<file path="src/rtl/tdc_pkg.sv">
package tdc_pkg;
  // configuration word layout (fixed by the software interface)
  localparam int CFG_W       = 32;
  localparam int PRE_LSB     = 0;
  localparam int PRE_W       = 8;
  localparam int OFS_LSB     = 8;
  localparam int OFS_FIELD_W = 7;
  localparam int EN_BIT      = 16;

  typedef enum logic [1:0] {
    MS_IDLE,
    MS_ARM,
    MS_COUNT,
    MS_DONE
  } meas_state_t;
endpackage

</file>
<file path="src/rtl/tdc_cfg_decode.sv">
module tdc_cfg_decode
  import tdc_pkg::*;
#(
  parameter int OFS_W   = 7,
  parameter int OFS_MAX = 64
) (
  input  logic [CFG_W-1:0] cfg_word,
  output logic             active,
  output logic [OFS_W-1:0] ofs_eff
);
  logic [PRE_W-1:0]       pre_field;
  logic [OFS_FIELD_W-1:0] ofs_field;

  assign pre_field = cfg_word[PRE_LSB +: PRE_W];
  assign ofs_field = cfg_word[OFS_LSB +: OFS_FIELD_W];

  // compensation only at prescaler 1 or 2 (field 0 or 1)
  assign active = cfg_word[EN_BIT] && (pre_field <= PRE_W'(1));

  always_comb begin
    if (int'(ofs_field) > OFS_MAX) ofs_eff = OFS_W'(OFS_MAX);
    else                           ofs_eff = OFS_W'(ofs_field);
  end
endmodule

</file>
<file path="src/rtl/tdc_delay_meas.sv">
module tdc_delay_meas
  import tdc_pkg::*;
#(
  parameter int DLY_W = 7
) (
  input  logic             clk,
  input  logic             rst,
  input  logic             active,
  input  logic             data_phase,
  input  logic             tx_bit,
  input  logic             rx_bit,
  output logic [DLY_W-1:0] delay_o,
  output logic             timeout_o
);
  localparam logic [DLY_W-1:0] DLY_SAT = {DLY_W{1'b1}};

  meas_state_t      state;
  logic [DLY_W-1:0] cnt;
  logic             tx_q, rx_q, dp_q;
  logic             tx_fall, rx_fall;

  assign tx_fall = tx_q & ~tx_bit;
  assign rx_fall = rx_q & ~rx_bit;

  always_ff @(posedge clk) begin
    if (rst) begin
      state     <= MS_IDLE;
      cnt       <= '0;
      delay_o   <= '0;
      timeout_o <= 1'b0;
      tx_q      <= 1'b1;
      rx_q      <= 1'b1;
      dp_q      <= 1'b0;
    end else begin
      tx_q <= tx_bit;
      rx_q <= rx_bit;
      dp_q <= data_phase;
      if (!data_phase || !active) begin
        state <= MS_IDLE;
      end else begin
        unique case (state)
          MS_IDLE: begin
            if (!dp_q) begin
              state     <= MS_ARM;
              timeout_o <= 1'b0;
            end
          end
          MS_ARM: begin
            if (tx_fall) begin
              if (rx_fall) begin
                delay_o <= '0;
                state   <= MS_DONE;
              end else begin
                cnt   <= DLY_W'(1);
                state <= MS_COUNT;
              end
            end
          end
          MS_COUNT: begin
            if (rx_fall) begin
              delay_o <= cnt;
              state   <= MS_DONE;
            end else if (cnt == DLY_SAT) begin
              delay_o   <= DLY_SAT;
              timeout_o <= 1'b1;
              state     <= MS_DONE;
            end else begin
              cnt <= cnt + DLY_W'(1);
            end
          end
          default: state <= MS_DONE;
        endcase
      end
    end
  end
endmodule

</file>
<file path="src/rtl/tdc_ssp_gen.sv">
module tdc_ssp_gen #(
  parameter int DLY_W    = 7,
  parameter int OFS_W    = 7,
  parameter int HIST_LEN = 191
) (
  input  logic             clk,
  input  logic             rst,
  input  logic             active,
  input  logic             data_phase,
  input  logic             bit_start,
  input  logic             tx_bit,
  input  logic             rx_bit,
  input  logic [DLY_W-1:0] delay_i,
  input  logic [OFS_W-1:0] ofs_i,
  output logic             ssp_strobe,
  output logic             ssp_rx,
  output logic             bit_err
);
  localparam int PW = $clog2(HIST_LEN + 1);

  // index 0 = current input, index k = sampled k cycles earlier
  logic [HIST_LEN-1:0] h_start, h_tx;
  logic [HIST_LEN:0]   v_start, v_tx;
  logic [PW-1:0]       pos;
  logic                hit, ref_tx, fire;

  assign v_start = {h_start, bit_start};
  assign v_tx    = {h_tx, tx_bit};
  assign pos     = PW'(delay_i) + PW'(ofs_i);
  assign hit     = v_start[pos];
  assign ref_tx  = v_tx[pos];
  assign fire    = active && data_phase && hit;

  always_ff @(posedge clk) begin
    if (rst) begin
      h_start    <= '0;
      h_tx       <= '0;
      ssp_strobe <= 1'b0;
      ssp_rx     <= 1'b0;
      bit_err    <= 1'b0;
    end else begin
      h_start    <= v_start[HIST_LEN-1:0];
      h_tx       <= v_tx[HIST_LEN-1:0];
      ssp_strobe <= fire;
      bit_err    <= fire && (rx_bit != ref_tx);
      if (fire) ssp_rx <= rx_bit;
    end
  end
endmodule

</file>
<file path="src/rtl/tdc_unit.sv">
module tdc_unit
  import tdc_pkg::*;
#(
  parameter int DLY_W   = 7,
  parameter int OFS_W   = 7,
  parameter int OFS_MAX = 64
) (
  input  logic             clk,
  input  logic             rst,
  input  logic [CFG_W-1:0] cfg_word,
  input  logic             data_phase,
  input  logic             bit_start,
  input  logic             tx_bit,
  input  logic             rx_bit,
  output logic             ssp_strobe,
  output logic             ssp_rx,
  output logic             bit_err,
  output logic [DLY_W-1:0] delay_val,
  output logic             delay_timeout
);
  localparam int DLY_MAX  = (1 << DLY_W) - 1;
  localparam int HIST_LEN = DLY_MAX + OFS_MAX;

  logic             active;
  logic [OFS_W-1:0] ofs_eff;

  tdc_cfg_decode #(.OFS_W(OFS_W), .OFS_MAX(OFS_MAX)) u_cfg (
    .cfg_word (cfg_word),
    .active   (active),
    .ofs_eff  (ofs_eff)
  );

  tdc_delay_meas #(.DLY_W(DLY_W)) u_meas (
    .clk        (clk),
    .rst        (rst),
    .active     (active),
    .data_phase (data_phase),
    .tx_bit     (tx_bit),
    .rx_bit     (rx_bit),
    .delay_o    (delay_val),
    .timeout_o  (delay_timeout)
  );

  tdc_ssp_gen #(.DLY_W(DLY_W), .OFS_W(OFS_W), .HIST_LEN(HIST_LEN)) u_ssp (
    .clk        (clk),
    .rst        (rst),
    .active     (active),
    .data_phase (data_phase),
    .bit_start  (bit_start),
    .tx_bit     (tx_bit),
    .rx_bit     (rx_bit),
    .delay_i    (delay_val),
    .ofs_i      (ofs_eff),
    .ssp_strobe (ssp_strobe),
    .ssp_rx     (ssp_rx),
    .bit_err    (bit_err)
  );
endmodule

</file>
<file path="config.mk">
export PLATFORM = sky130hd
export DESIGN_NAME = tdc_unit
export DESIGN_NICKNAME = d
export VERILOG_FILES = /design/src/rtl/tdc_pkg.sv /design/src/rtl/tdc_cfg_decode.sv /design/src/rtl/tdc_delay_meas.sv /design/src/rtl/tdc_ssp_gen.sv /design/src/rtl/tdc_unit.sv
export SDC_FILE = /design/constraint.sdc
export NUM_CORES = 1
export LEC_CHECK = 0
export ABC_AREA = 1
export BUFFER_PORTS_ARGS = -buffer_cell sky130_fd_sc_hd__buf_2
export CAP_MARGIN = 10
export CORE_AREA = 2 2 235 168
export CTS_CLUSTER_SIZE = 25
export DETAILED_ROUTE_END_ITERATION = 7
export DIE_AREA = 0 0 237 170
export MAX_ROUTING_LAYER = met4
export PLACE_DENSITY = 0.61
export SYNTH_ARGS = -nofsm -noshare
export SYNTH_HDL_FRONTEND = slang
export SYNTH_HIERARCHICAL = 1
export SYNTH_SLANG_ARGS = --single-unit
</file>
<file path="constraint.sdc">
create_clock -name clk -period 5.88 [get_ports clk]
set_input_delay 0.294 -clock clk [delete_from_list [all_inputs] [get_ports clk]]
set_output_delay 0.294 -clock clk [all_outputs]
set_load 0.01 [all_outputs]
</file>
==> results.yml <==
power:
  p_leak_uw: 0.00717
  peakVddDrop_mv: 0.209
  powerDensity_nw_per_um2: 319
  power.total_uw: 5680
place:
  dpl_cell_area_um2: 16500
  place_hpwl_mm: 19.8
  gp_congestion: 0.807
  port_buffers: 31
  place_ws_ps: 1610
synth:
  ys.flop_type: "dfxtp_1"
  yosysWarnings: 6
  avgSynthCellArea_um2: 7.08
  syn_nets: 2339
  synthSimpleGateAreaFrac: 0.279
  ys_seq_area_frac: 0.501
  synth_edf_count: 0
  yosys.area.top_type_share: 0.501
  async_flop_share: 0
  syn-instance-count: 2289
  synth_mux_area_frac: 0
  synth-compound-area-share: 0.0674
  synth_top_family_by_area: "simple AND/OR/NAND/NOR gates"
  synth_area_leaders: "dfxtp_1 50%, nand2_1 10%, inv_1 9.8%"
  netlist_area_um2: 16200
  synth_xor_area_frac: 0.00100
  ys_types: 34
  synthAdderAreaFrac: 0.00973
  yosysTopAreaCell: "dfxtp_1"
  ys_ff_latch: 405
die:
  coreArea_um2: 37900
  rows: 60
  fp.dieH_um: 170
  io_pins: 49
  initial_core_util: 0.427
  dieArea_um2: 40300
  die_width_um: 237
setup_path:
  slowest_delay_ps: 790
  cpMaxStageDelayCell: "fa_4"
  crit_required_ps: 6300
  cp_max_fo: 36
  crit_path_end_kind: "flip-flop"
  start_kind: "flip-flop"
  crit_type: "flip-flop to flip-flop"
  path_cells: "ha_4 > inv_1 > fa_4 > clkinv_2 > buf_4 > a21oi_1 > o21ai_0 > nand2_1 > nand2_1 > nand3_1 > nand3_1 > nand3_1 > nand3_1 > nand2_1 > nand2_1 > a21oi_1 > nor2_1"
  rr_worst_depth: 17
  arrival_ps: 4280
route:
  drt-vias-per-instance: 4.65
  drt-wirelength-per-cell_um: 12.8
  dr.first_iter.drc_count: 964
  drc: 0
  vias: 12900
  wirelength_mm: 35.6
  drtPass1Iterations: 5
  ant_nets: 0
global_routing:
  grt_pass1_vias: 12300
  grt_start_max_net_pins: 185
  grt_first_pass_wirelength_mm: 60.3
  grt.total_usage: 0.185
  grt_antenna_before_repair: 0
  grt-ovfl-total: 0
final_layout:
  drive_gt1_frac: 0.0606
  nFillCells: 3831
  nNetsFinal: 2305
  post-route-util: 0.470
  final_common_cell: "nand2_1"
  mostFrequentLayoutCells: "432 x nand2_1, 425 x inv_1, 419 x nor2_1"
  fin_area_um2: 17800
  num_antenna_cells: 0
  area_growth_pct: 10.0
clocking:
  root_buffer: "clkbuf_16"
  clk_pin_slew_ps: 60
  clockBufferDepth: 3
  cts.htree.levels: 2
  cts_setup_buffers: 0
  cts_hold_buf: 2
  cts_buffers: 39
  cts.repair.resized: 0
  clk_latency_ps: 540
  clkSinkCount: 405
  cts_tree: "done"
timing:
  hold_viol: 0
  fmax_mhz: 259
  tightest_slew_ps: 1130
  finalSetupViolCount: 0
  slew_violations: 0
  slew-limit-headroom: 0.246
  tns_ps: 0
  rsz0062_at_grt: "no"
  fin_skew_ps: 10.3
  min_period_ps: 3860
  fin_ws_ps: 2020
  fin_crit_sh: 0.657
min_path:
  min_path_type: "input port to flip-flop"
  min_path_cells: 3
status:
  status: "completed"
run:
  cap_viol_max_count: 0
-- kinds of logic after synthesis --
logic type      after synthesis
simple gates               1099
xor+xnor                      1
flops                       405
compound gates              215
fa+ha+maj                    12
buf+inv                     557
-- area by class of cell --
class / instances / area [um^2] / area share
Clock buffer: 55 / 1170 / 0.0656
Clock inverter: 10 / 159 / 0.00891
Inverter: 433 / 1630 / 0.0912
Multi-Input combinational cell: 1327 / 5800 / 0.325
Sequential cell: 405 / 8110 / 0.455
Tap cell: 496 / 621 / 0.0348
Timing Repair Buffer: 49 / 343 / 0.0192
-- metrics by stage --
| stage | cells | hold WS, ps |
|---|---|---|
| 2_1_floorplan | 2289 | 363 |
| 3_3_place_gp | 2708 | 404 |
| 3_5_place_dp | 2708 | 408 |
| 4_1_cts | 2775 | 1.99 |
| 5_1_grt | 2775 | 48.7 |
| 6_report | 2775 | 13.5 |
-- layer usage --
metal,track usage,vias up,part of all wire
li1,-,6773,-
met1,0.255,5848,0.52
met2,0.288,215,0.42
met3,0.0264,54,0.042
met4,0.0424,0,0.017
met5,-,-,0
-- where the power goes --
group          switching [uW]  internal [uW]
clock                    1050           1560
sequential               1.49           2750
combinational             238           87.2
-- worst max-delay path, delay by kind of cell (launching register included) --
kind,cells,cell delay (ps)
AOI/OAI and AO/OA,3,430
adders and majority gates,2,960
buffers and inverters,3,1120
DFF,1,390
and+or+nand+nor,9,840
-- path summary, 6_finish.rpt --
check	startpoint	to	slack (ps)
max	u_meas/delay_o[0]	u_ssp/ssp_rx	2020
min	tx_bit	u_ssp/h_tx[0]	10
max reg2reg	u_meas/delay_o[0]	u_ssp/ssp_rx	2020
min reg2reg	u_ssp/h_tx[182]	u_ssp/h_tx[183]	410
-- synth_stat cells (8+ instances only) --
library cell  number
inv_2              8
o21ai_1            8
clkbuf_1          56
nand3_1          219
nand2_2            8
dfxtp_1          405
ha_1              11
buf_6             17
nand2_1          433
a21oi_1          111
nor2_1           419
inv_1            425
o21ai_0           90
buf_4             10
buf_2             36
-- flip-flops by register name (all words and copies together) (netlist names) --
signal            cells
u_ssp/bit_err         1
u_meas/cnt            7
u_meas/rx_q           1
u_ssp/h_tx          191
u_meas/dp_q           1
u_meas/timeout_o      1
u_ssp/ssp_rx          1
u_meas/delay_o        7
u_ssp/ssp_strobe      1
u_ssp/h_start       191
u_meas/state          2
u_meas/tx_q           1
Power figures use the tool's default switching activity.
